==> src/rtl/tsr_pkg.sv <==
package tsr_pkg;

   // Acquisition state
   typedef enum logic [0:0] {
      ACQ_IDLE = 1'b0,
      ACQ_RUN  = 1'b1
   } acq_state_t;

   // Decoded command strobe
   typedef struct packed {
      logic halt;
      logic go;
   } cmd_t;

   localparam int CMD_GO_BIT   = 0;
   localparam int CMD_HALT_BIT = 1;

   function automatic cmd_t decode_cmd(input logic [1:0] bits);
      cmd_t c;
      c.go   = bits[CMD_GO_BIT];
      c.halt = bits[CMD_HALT_BIT];
      return c;
   endfunction

endpackage

==> src/rtl/tsr_acq_ctrl.sv <==
module tsr_acq_ctrl
   import tsr_pkg::*;
(
   input  logic       clk,
   input  logic       rst_n,
   input  logic       cmd_we,
   input  logic [1:0] cmd_bits,
   input  logic       rec_valid,
   output logic       acq_on,
   output logic       clr,
   output logic       accept
);

   acq_state_t state_q, state_d;
   cmd_t       cmd;

   always_comb begin
      cmd     = decode_cmd(cmd_bits);
      state_d = state_q;
      if (cmd_we) begin
         if (cmd.halt)
            state_d = ACQ_IDLE;
         else if (cmd.go)
            state_d = ACQ_RUN;
      end
   end

   always_ff @(posedge clk) begin
      if (!rst_n)
         state_q <= ACQ_IDLE;
      else
         state_q <= state_d;
   end

   assign acq_on = (state_q == ACQ_RUN);
   assign clr    = cmd_we & cmd.go;
   assign accept = rec_valid & acq_on & ~cmd_we;

   // a halt command always leaves the block stopped
   p_halt_stops_r6: assert property (@(posedge clk) disable iff (!rst_n)
      (cmd_we && cmd_bits[CMD_HALT_BIT]) |=> !acq_on);

   // a lone go command leaves the block running
   p_go_runs_r5: assert property (@(posedge clk) disable iff (!rst_n)
      (cmd_we && cmd_bits == 2'b01) |=> acq_on);

endmodule

==> src/rtl/tsr_ring_ptr.sv <==
module tsr_ring_ptr #(
   parameter int BUF_BYTES = 4096,
   parameter int REC_BYTES = 16,
   parameter int WRAP_W    = 20,
   localparam int PTR_W    = $clog2(BUF_BYTES)
) (
   input  logic              clk,
   input  logic              rst_n,
   input  logic              clr,
   input  logic              step,
   output logic [PTR_W-1:0]  ptr,
   output logic [WRAP_W-1:0] wrap
);

   localparam logic [PTR_W-1:0] STEP_B = PTR_W'(REC_BYTES);
   localparam logic [PTR_W-1:0] LAST_B = PTR_W'(BUF_BYTES - REC_BYTES);

   always_ff @(posedge clk) begin
      if (!rst_n || clr) begin
         ptr  <= '0;
         wrap <= '0;
      end else if (step) begin
         if (ptr == LAST_B) begin
            ptr  <= '0;
            wrap <= wrap + WRAP_W'(1);
         end else begin
            ptr <= ptr + STEP_B;
         end
      end
   end

   // the pointer moves by one record per accepted record
   p_step_r3: assert property (@(posedge clk) disable iff (!rst_n)
      (step && !clr && ptr != LAST_B) |=>
         (ptr == $past(ptr) + STEP_B) && $stable(wrap));

   // the last slot wraps the pointer and bumps the wrap count
   p_wrap_r4: assert property (@(posedge clk) disable iff (!rst_n)
      (step && !clr && ptr == LAST_B) |=>
         (ptr == '0) && (wrap == $past(wrap) + WRAP_W'(1)));

   // a clear zeroes both counters
   p_clear_r5: assert property (@(posedge clk) disable iff (!rst_n)
      clr |=> (ptr == '0) && (wrap == '0));

   // no accepted record means no movement
   p_hold_r6: assert property (@(posedge clk) disable iff (!rst_n)
      (!step && !clr) |=> $stable(ptr) && $stable(wrap));

endmodule

==> src/rtl/tsr_rec_writer.sv <==
module tsr_rec_writer #(
   parameter int REC_BYTES = 16,
   parameter int LANE_W    = 32,
   parameter int PTR_W     = 12,
   localparam int REC_W    = REC_BYTES * 8,
   localparam int LANES    = REC_W / LANE_W
) (
   input  logic             clk,
   input  logic             rst_n,
   input  logic             accept,
   input  logic [REC_W-1:0] rec_data,
   input  logic [PTR_W-1:0] ptr,
   output logic             mem_we,
   output logic [PTR_W-1:0] mem_addr,
   output logic [REC_W-1:0] mem_wdata,
   output logic             rec_done
);

   logic [LANE_W-1:0] lane_q [LANES];

   for (genvar k = 0; k < LANES; k++) begin : g_lane
      always_ff @(posedge clk) begin
         if (!rst_n)
            lane_q[k] <= '0;
         else if (accept)
            lane_q[k] <= rec_data[k*LANE_W +: LANE_W];
      end
      assign mem_wdata[k*LANE_W +: LANE_W] = lane_q[k];
   end

   always_ff @(posedge clk) begin
      if (!rst_n) begin
         mem_we   <= 1'b0;
         rec_done <= 1'b0;
         mem_addr <= '0;
      end else begin
         mem_we   <= accept;
         rec_done <= accept;
         if (accept)
            mem_addr <= ptr;
      end
   end

   // one pulse per write, aligned with the write enable
   p_done_aligned_r8: assert property (@(posedge clk) disable iff (!rst_n)
      rec_done == mem_we);

   // the write address is the pointer held when the record arrived
   p_addr_r2: assert property (@(posedge clk) disable iff (!rst_n)
      accept |=> mem_we && (mem_addr == $past(ptr)));

endmodule

==> src/rtl/tsr_status_port.sv <==
module tsr_status_port #(
   parameter int STATUS_W = 32
) (
   input  logic                clk,
   input  logic                rst_n,
   input  logic                rd_stb,
   input  logic [STATUS_W-1:0] status,
   output logic                rd_valid,
   output logic [STATUS_W-1:0] rd_data
);

   always_ff @(posedge clk) begin
      if (!rst_n) begin
         rd_valid <= 1'b0;
         rd_data  <= '0;
      end else begin
         rd_valid <= rd_stb;
         if (rd_stb)
            rd_data <= status;
      end
   end

   // read returns the pre-edge status one cycle later
   p_read_r9: assert property (@(posedge clk) disable iff (!rst_n)
      rd_stb |=> rd_valid && (rd_data == $past(status)));

endmodule

==> src/rtl/ts_ring_writer.sv <==
module ts_ring_writer #(
   parameter int BUF_BYTES = 4096,
   parameter int REC_BYTES = 16,
   parameter int LANE_W    = 32,
   parameter int WRAP_W    = 20,
   localparam int PTR_W    = $clog2(BUF_BYTES),
   localparam int REC_W    = REC_BYTES * 8,
   localparam int STATUS_W = WRAP_W + PTR_W
) (
   input  logic                clk,
   input  logic                rst_n,
   input  logic                cmd_we,
   input  logic [1:0]          cmd_bits,
   input  logic                rec_valid,
   input  logic [REC_W-1:0]    rec_data,
   input  logic                rd_stb,
   output logic                rd_valid,
   output logic [STATUS_W-1:0] rd_data,
   output logic                mem_we,
   output logic [PTR_W-1:0]    mem_addr,
   output logic [REC_W-1:0]    mem_wdata,
   output logic                rec_done,
   output logic [STATUS_W-1:0] status_word
);

   initial begin
      assert ((BUF_BYTES & (BUF_BYTES - 1)) == 0)
         else $error("buffer size must be a power of two");
      assert ((REC_BYTES & (REC_BYTES - 1)) == 0 && BUF_BYTES % REC_BYTES == 0)
         else $error("record size must be a power of two dividing the buffer");
      assert (REC_W % LANE_W == 0)
         else $error("record must be whole lanes");
      assert (WRAP_W > 0)
         else $error("wrap count needs at least one bit");
   end

   logic              acq_on, clr, accept;
   logic [PTR_W-1:0]  ptr;
   logic [WRAP_W-1:0] wrap;

   tsr_acq_ctrl u_ctrl (
      .clk       (clk),
      .rst_n     (rst_n),
      .cmd_we    (cmd_we),
      .cmd_bits  (cmd_bits),
      .rec_valid (rec_valid),
      .acq_on    (acq_on),
      .clr       (clr),
      .accept    (accept)
   );

   tsr_ring_ptr #(
      .BUF_BYTES (BUF_BYTES),
      .REC_BYTES (REC_BYTES),
      .WRAP_W    (WRAP_W)
   ) u_ptr (
      .clk   (clk),
      .rst_n (rst_n),
      .clr   (clr),
      .step  (accept),
      .ptr   (ptr),
      .wrap  (wrap)
   );

   tsr_rec_writer #(
      .REC_BYTES (REC_BYTES),
      .LANE_W    (LANE_W),
      .PTR_W     (PTR_W)
   ) u_wr (
      .clk       (clk),
      .rst_n     (rst_n),
      .accept    (accept),
      .rec_data  (rec_data),
      .ptr       (ptr),
      .mem_we    (mem_we),
      .mem_addr  (mem_addr),
      .mem_wdata (mem_wdata),
      .rec_done  (rec_done)
   );

   assign status_word = {wrap, ptr};

   tsr_status_port #(
      .STATUS_W (STATUS_W)
   ) u_rd (
      .clk      (clk),
      .rst_n    (rst_n),
      .rd_stb   (rd_stb),
      .status   (status_word),
      .rd_valid (rd_valid),
      .rd_data  (rd_data)
   );

   // nothing is written when acquisition was stopped
   p_stop_drop_r6: assert property (@(posedge clk) disable iff (!rst_n)
      !acq_on |=> !mem_we);

   // a record alongside a command never reaches memory
   p_cmd_drop_r7: assert property (@(posedge clk) disable iff (!rst_n)
      cmd_we |=> !mem_we);

   // a stopped block keeps its status word still
   p_stop_status_r6: assert property (@(posedge clk) disable iff (!rst_n)
      (!acq_on && !cmd_we) |=> $stable(status_word));

endmodule

==> config.mk <==
export PLATFORM = sky130hd
export DESIGN_NAME = ts_ring_writer
export DESIGN_NICKNAME = d
export VERILOG_FILES = /design/src/rtl/tsr_pkg.sv /design/src/rtl/tsr_acq_ctrl.sv /design/src/rtl/tsr_ring_ptr.sv /design/src/rtl/tsr_rec_writer.sv /design/src/rtl/tsr_status_port.sv /design/src/rtl/ts_ring_writer.sv
export SDC_FILE = /design/constraint.sdc
export NUM_CORES = 1
export LEC_CHECK = 0
export BUFFER_PORTS_ARGS = -buffer_cell sky130_fd_sc_hd__buf_2
export CAP_MARGIN = 10
export CORE_MARGIN = 5
export CORE_UTILIZATION = 45
export CTS_CLUSTER_SIZE = 24
export DETAILED_ROUTE_END_ITERATION = 12
export PLACE_DENSITY = 0.73
export RECOVER_POWER = 25
export SLEW_MARGIN = 20
export SYNTH_ARGS = -nofsm -noshare
export SYNTH_HDL_FRONTEND = slang
export SYNTH_HIERARCHICAL = 1
export SYNTH_SLANG_ARGS = --single-unit
==> constraint.sdc <==
create_clock -name clk -period 15.5 [get_ports clk]
set_input_delay 2.325 -clock clk [delete_from_list [all_inputs] [get_ports clk]]
set_output_delay 2.325 -clock clk [all_outputs]
set_load 0.05 [all_outputs]
# Yosys cells after proc, flatten, opt, wreduce, memory -nomap -nowiden
# Memories as Yosys holds them, arrays and structs flattened.
# Cells that the tools add are included.
# W data, S select, Z words.
[totals]
wordCells = 35
mem_bits_rw = 128
out_inout_bits = 207
ff_bits = 79
mem_count = 1
[classes]
n_addsub = 2
n_reduce_logical = 5
mux = 11
bitwise_logic = 8
n_eq_ne = 1
[mem_list]
columns = ["name", "words", "width", "read_ports", "rd_ports_with_merged_regs", "write_ports", "line_no", "source"]
rows = [
  ["u_wr.lane_q", 4, 32, 4, 0, 4, "tsr_rec_writer.sv:19", "logic [LANE_W-1:0] lane_q [LANES];"],
]
[op_table]
columns = ["cell", "n"]
rows = [
  ["$mux W32", 4],
  ["$add A20 B1 Y20 const B", 1],
  ["$add A12 B5 Y12 const B", 1],
  ["$eq A12 B12 Y1 const B", 1],
  ["$mux W12", 1],
  ["$mux W1", 6],
  ["$or A1 B1 Y1", 4],
  ["$reduce_and A2 Y1", 2],
  ["$and A1 B1 Y1", 3],
  ["$reduce_bool A2 Y1", 1],
  ["$logic_not A1 Y1", 1],
  ["$logic_or A1 B1 Y1", 1],
  ["$not A1 Y1", 1],
]

# Logic depth before layout (Yosys ltp)
# Gate-level depths: netlist (run 1).
[depth]
ltp_word = 6
depth_mapped = 8
ltp_nobuf = 6

# Cells and area by module
# Netlist (run 1), hierarchy kept.
[by_module_without_submodules]
columns = ["module", "cells_per_inst", "area_each_um2", "n_inst"]
rows = [
  ["tsr_rec_writer", 327, 5401.4, 1],
  ["tsr_ring_ptr", 171, 1418.9, 1],
  ["tsr_status_port", 105, 1270.0, 1],
  ["tsr_acq_ctrl", 6, 50.0, 1],
]

# Least setup slack after synthesis (run 1)
# No wires, ideal clock.
[synth_timing]
path_kind = "input port to flip-flop"
start = "in rec_valid"
end = "mem u_wr.lane_q[0][0], enable pin"
n_path_buf = 2
slack_ns = 9.050
setup_time_ns = 0.510
required_time_ns = 14.990
cell_stages = 5
t_arrival_ns = 5.941
path_cell_list = "nand2_1 nor2_1 buf_6 clkbuf_2 nand2b_1"
[synth_lines]
columns = ["element", "line_no", "source"]
rows = [
  ["from (decl)", "ts_ring_writer.sv:14", "input logic rec_valid,"],
  ["to (decl)", "tsr_rec_writer.sv:19", ""],
]

==> impl_metrics.yaml, run 1 <==
run_status:
  outcome: "finished, violations left"
  failed_checks: "max-capacitance violations, max-slew violations"
logic_synthesis:
  synth_cell_types: 43
  yosysTopAreaCell: "edfxtp_1"
  syn_area_per_cell_sq_um: 13.4
  ys_warn_count: 6
  synth_top_area_share_pct: 47.2
  syn_area_sq_um: 8140
  synth_ff_type: "edfxtp_1"
  synthTopCellsByArea: "edfxtp_1, dfxtp_1, and3_1, mux2i_1, nor2b_1"
  synth_edf_count: 128
  netlist_top_cells_count: "and3_1, edfxtp_1, dfxtp_1, nor2b_1, mux2i_1"
  ys_seq_area_share_pct: 65.7
  ys_seq_elements: 203
  async_flop_share_pct: 0
  syn_inst: 609
floorplanning:
  die_y_um: 144
  row_count: 49
  die_w_um: 144
  core-area_sq_um: 17900
  die_area_sq_um: 20900
  start_util_pct: 45.5
  io-pin-count: 342
clock_network:
  cts_sinks: 203
  cts-resized-gates: 0
  cts_hold_buf: 0
  clockBufferDepth: 3
  clk_pin_slew_worst_paths_ns: 0.06
  clk_latency_ns: 0.48
  cts_tree: "yes"
  cts_buffers: 21
  htreeDepth: 1
  cts_root_buf: "clkbuf_16"
  postCtsSetupBuffers: 0
timing:
  worstMarginPinSlew_ns: 4.01
  setup_viol: 0
  min_period_over_period_pct: 46.1
  final_hold_viol_count: 0
  worst_slack_ns: 8.36
  fin_worst_skew_ns: 0.0105
  drv_slew: 120
  max_slew_margin_pct: -168
  tns_ns: 0
  max_freq_mhz: 140
  fin_crit_ns: 7.14
  grt_setup_unrepaired: "no"
global_routing:
  use_met1_pct: 25.1
  grt_pass1_vias: 5709
  antenna_found_initial: 8
  grt_pass1_wl_um: 32600
  overflow: 0
  grt_usage_pct: 19.9
  use_met3_pct: 4.66
  grtUsageMet2_pct: 34.2
  grt_busiest_layer: "met2"
  grt_start_max_net_pins: 120
worst_setup_path:
  path_class: "primary input to flop"
  rr_endpoint: "u_wr/lane_q[0][23]"
  start_kind: "primary input"
  end_kind: "flop"
  startpoint: "rst_n"
  cp_cell_sequence: "clkbuf_1 > nand2b_4 > buf_4"
  crit_family: "buffers and inverters"
  crit_buf_inv: 2
  cp.arrival_ns: 7.26
  r2r-start: "u_ctrl/acq_on"
  cp-endpoint: "u_wr/lane_q[0][23]"
  cp_data_required_time_ns: 15.62
  worstPathMaxFanout: 119
  reg2reg_depth: 5
  critical_path.max_stage_delay_ns: 2.75
  cp_slowest_cell: "clkbuf_1"
  worst-r2r-setup-slack_ns: 12.45
  cp.depth: 3
power:
  power.density_nw_per_um2: 115
  seq_power_share_pct: 50.7
  p_sw_mw: 0.294
  switching_share_pct: 25.0
  internal_power_mw: 0.882
  power_leakage_nw: 4.66
  p_clk_share_pct: 39.2
  share_comb_of_total_power_pct: 10.1
  peakVddDrop_v: 0.0000723
job:
  drv_cap: 1
routing:
  wl_um: 22600
  drc: 0
  via_per_inst: 5.09
  drtPass1Iterations: 5
  vias: 5981
  detail_route.wl_per_cell_um: 19.3
  ant_nets: 0
  drt_iter0_drc: 423
placement:
  dpl.cell_count: 1131
  hpwlAfterDp_um: 16000
  gp_congestion: 0.846
  io_buffer_count: 337
  dp_slack_ns: 10.35
finish:
  layout-drive-gt1-share_pct: 29.4
  nets: 1062
  utilization_pct: 57.2
  area_growth_pct: 25.8
  final_cells: 1175
min_path:
  min_path_type: "flop to flop"
## cells by family (layout without fill, tap and decap cells)
kind of cell             count (synthesis)  after routing  share of synthesized area, %
AO/OA/AOI/OAI                           31             31                          2.38
XOR/XNOR                                11             11                          1.18
adder cells (fa/ha/maj)                  2              2                         0.307
buffers and inverters                   56            383                          5.63
flip-flops                             203            203                          65.7
multiplexers                            44             44                          5.41
other                                    1             11                        0.0461
AND/OR/NAND/NOR                        261            261                          19.4
## area by class of cell
| cell class | instances | area (sq um) |
|---|---|---|
| Clock inverter | 7 | 32.5 |
| Tap cell | 229 | 287 |
| Timing Repair Buffer | 341 | 1590 |
| Inverter | 5 | 18.8 |
| Antenna cell | 7 | 17.5 |
| Sequential cell | 203 | 5350 |
| Clock buffer | 30 | 592 |
| Multi-Input combinational cell | 353 | 2360 |
| Fill cell | 1570 | 7660 |
## worst reg2reg max path: cells and delay by family, from the launching register on
kind,cells,cell delay (ns)
flip-flops,1,0.33
AND/OR/NAND/NOR,3,0.99
buffers and inverters,2,1.31
## registers in the layout, indices dropped and copies added (netlist names)
name / cells
u_ptr/wrap: 20
u_ptr/ptr: 8
u_wr/rec_done: 1
u_wr/lane_q: 128
u_rd/rd_data: 32
u_ctrl/acq_on: 1
u_wr/mem_addr: 12
u_rd/rd_valid: 1
## layer usage
layer	part of all wire (%)	wire length (um)
met1	38	8660
met2	50	11400
met3	9.3	2110
met4	2.1	469
met5	0.088	20
## layout by cell type, fill, tap and decap left out, types with 2 or more instances in the layout
master / instances
buf_2: 233
and3_1: 128
edfxtp_1: 128
clkbuf_1: 110
dfxtp_1: 75
nor2b_1: 45
mux2i_1: 44
clkbuf_16: 22
nand2_1: 17
nor2_1: 15
a21oi_1: 14
o31ai_1: 8
nand4_1: 8
diode_2: 7
nand3_1: 7
xnor2_1: 7
or4_1: 6
nor3_1: 6
inv_1: 5
clkinv_2: 4
buf_4: 4
and2_1: 4
nor4_1: 4
o21ai_0: 4
xor2_1: 4
conb_1: 4
or3_1: 3
and4_1: 3
nand2b_1: 3
clkinv_1: 2
nand3_2: 2
nand4_2: 2
o311ai_0: 2
ha_1: 2
## power groups by stage
| stage | Clock (mW) | Combinational [mW] | Sequential [mW] |
|---|---|---|---|
| after floorplan | 0 | 0.0284 | 0.668 |
| after detailed placement | 0 | 0.122 | 0.607 |
| after CTS | 0.475 | 0.123 | 0.595 |
| after global placement | 0 | 0.122 | 0.606 |
| final | 0.461 | 0.119 | 0.596 |
| after global routing | 0.503 | 0.125 | 0.597 |
## metrics by stage
step | hold WS, ns | power [mW] | cell area [sq um]
final | 0.502 | 1.18 | 10200
after global routing | 0.534 | 1.23 | 10200
after CTS | 0.509 | 1.19 | 10400
after detailed placement | 0.495 | 0.729 | 9730
after global placement | 0.488 | 0.728 | 9730
after floorplan | 0.472 | 0.696 | 8150
## worst min path at each step
stage / from / endpoint / slack [ns] / cells after the start
floorplan: u_ctrl/acq_on / u_ctrl/acq_on / 0.47 / 1
global placement: u_ptr/wrap[19] / u_ptr/wrap[19] / 0.49 / 2
detailed placement: u_ctrl/acq_on / u_ctrl/acq_on / 0.49 / 1
CTS: u_ctrl/acq_on / u_ctrl/acq_on / 0.51 / 1
global route: u_wr/mem_addr[9] / u_wr/mem_addr[9] / 0.53 / 2
finish: u_ctrl/acq_on / u_ctrl/acq_on / 0.50 / 1
(Power assumes the default switching activity.)
==> run 2, diff against run 1 <==
==> constraint.sdc (replaced) <==
create_clock -name clk -period 7 [get_ports clk]
set_input_delay 1.05 -clock clk [delete_from_list [all_inputs] [get_ports clk]]
set_output_delay 1.05 -clock clk [all_outputs]
set_load 0.05 [all_outputs]
==> run 2 against run 1 <==
  * The run still ends with max-capacitance violations, max-slew violations left
  * Sequential power rose by 120%
  * Critical endpoint is now u_wr/lane_q[3][29]
  * Total power rose by 130%
  * Largest cell class unchanged
  * Final cell count rose by 0.17%
  * First-iteration DRC count fell by 26%
  * Clock skew rose by 0.0018 ns
  * Hold slack improved by 0.0019 ns
  * Clock power rose by 130%
  * Largest power group unchanged
==> impl_metrics.yaml, run 2 (same netlist as run 1, synthesis figures left out) <==
timing:
  max_slew_margin_pct: -62.9
  grt_setup_unrepaired: "no"
  tns_ns: 0
  fin_crit_ns: 4.34
  setup_viol: 0
  max_freq_mhz: 231
  worst_slack_ns: 2.66
  drv_slew: 69
  final_hold_viol_count: 0
  worstMarginPinSlew_ns: 2.44
  min_period_over_period_pct: 62.0
  fin_worst_skew_ns: 0.0123
clock_network:
  cts_buffers: 22
  cts_sinks: 203
  postCtsSetupBuffers: 0
  cts_root_buf: "clkbuf_16"
  clk_latency_ns: 0.49
  cts_tree: "yes"
  cts-resized-gates: 0
  clk_pin_slew_worst_paths_ns: 0.06
  clockBufferDepth: 3
  htreeDepth: 1
  cts_hold_buf: 0
finish:
  area_growth_pct: 26.5
  mostFrequentLayoutCell: "buf_2"
  layout-drive-gt1-share_pct: 30.7
  mostFrequentLayoutCells: "buf_2, and3_1, edfxtp_1"
  largest_registers: "u_wr/lane_q: 128 flops, u_rd/rd_data: 32 flops, u_ptr/wrap: 20 flops"
  largest_register_ffs: 128
  top_register: "u_wr/lane_q"
  fillers: 1532
  nets: 1062
routing:
  ant_nets: 0
  drt_iter0_drc: 311
  vias: 6005
  drc: 0
  wl_um: 22600
  via_per_inst: 5.10
  drtPass1Iterations: 5
  detail_route.wl_per_cell_um: 19.2
floorplanning:
  die_y_um: 144
  core-area_sq_um: 17900
  io-pin-count: 342
  start_util_pct: 45.5
  row_count: 49
  die_w_um: 144
  die_area_sq_um: 20900
power:
  peakVddDrop_v: 0.000149
  share_comb_of_total_power_pct: 10.0
  power.density_nw_per_um2: 257
  power_leakage_nw: 4.71
  switching_share_pct: 24.7
  p_sw_mw: 0.655
  p_clk_share_pct: 40.2
  internal_power_mw: 2.00
  seq_power_share_pct: 49.8
global_routing:
  use_met3_pct: 4.10
  grt_busiest_layer: "met2"
  grtUsageMet2_pct: 34.6
  antenna_found_initial: 9
  grt_pass1_wl_um: 32900
  overflow: 0
  use_met1_pct: 25.2
  grt_usage_pct: 20.2
  grt_pass1_vias: 5772
  grt_start_max_net_pins: 131
run_status:
  outcome: "finished, violations left"
  failed_checks: "max-capacitance violations, max-slew violations"
worst_setup_path:
  start_kind: "primary input"
  reg2reg_depth: 4
  path_class: "primary input to flop"
  cp.arrival_ns: 4.45
  cp_data_required_time_ns: 7.11
  end_kind: "flop"
  worstPathMaxFanout: 70
min_path:
  holdPathStages: 1
  min_path_type: "flop to flop"
placement:
  dp_slack_ns: 3.23
  hpwlAfterDp_um: 16000
  io_buffer_count: 337
  gp_congestion: 0.832
job:
  drv_cap: 1
-- run 2: changes by cell type in the layout (fill, tap and decap cells not counted), sizes merged --
cell      previous run  this run
buf                237       249
bufinv               0         1
clkbuf             134       117
clkinv               6         9
clkinvlp             1         2
diode                7         9
-- run 2: final timing paths --
path | startpoint | endpoint | slack [ns]
min reg2reg | u_ctrl/acq_on | u_ctrl/acq_on | 0.50
max | rst_n | u_wr/lane_q[3][29] | 2.66
min | u_ctrl/acq_on | u_ctrl/acq_on | 0.50
max reg2reg | u_ctrl/acq_on | u_wr/lane_q[3][29] | 4.05
-- run 2: layer usage --
layer | vias to the layer above | wire [um]
met5 | - | 13
met4 | 2 | 580
met3 | 36 | 1940
met2 | 239 | 11500
met1 | 2870 | 8560
li1 | 2858 | -
-- run 2: metrics by stage --
step / hold WS (ns) / util (%) / instance area [sq um] / cells / power (mW)
3_5_place_dp: 0.485 / 54.3 / 9730 / 1130 / 1.62
2_1_floorplan: 0.472 / - / 8150 / 612 / 1.54
4_1_cts: 0.504 / 58.0 / 10400 / 1168 / 2.69
3_3_place_gp: 0.488 / 54.3 / 9730 / 1130 / 1.61
6_report: 0.504 / 57.5 / 10300 / 1177 / 2.65
5_1_grt: 0.523 / 57.5 / 10300 / 1176 / 2.76
-- run 2: worst max-delay path, stage by stage --
cell	delay, ns
clkbuf_1	1.71
nand2b_4	0.94
buf_4	0.68
-- run 2: cell type report --
type | count | area [sq um] | share of cell area (%)
tap | 229 | 287 | 2.78
sequential | 203 | 5350 | 51.9
antenna | 9 | 22.5 | 0.219
inverter | 5 | 18.8 | 0.182
timing repair buffer | 340 | 1600 | 15.5
multi-input combinational | 353 | 2360 | 23.0
clock inverter | 12 | 77.6 | 0.753
clock buffer | 26 | 587 | 5.70
-- run 2: power by group through the flow --
| stage | Clock [mW] | Combinational (mW) | Sequential, mW |
|---|---|---|---|
| final | 1.07 | 0.264 | 1.32 |
| after global routing | 1.16 | 0.278 | 1.32 |
| after CTS | 1.10 | 0.272 | 1.32 |
| after detailed placement | 0 | 0.271 | 1.34 |
| after global placement | 0 | 0.270 | 1.34 |
| after floorplan | 0 | 0.0628 | 1.48 |
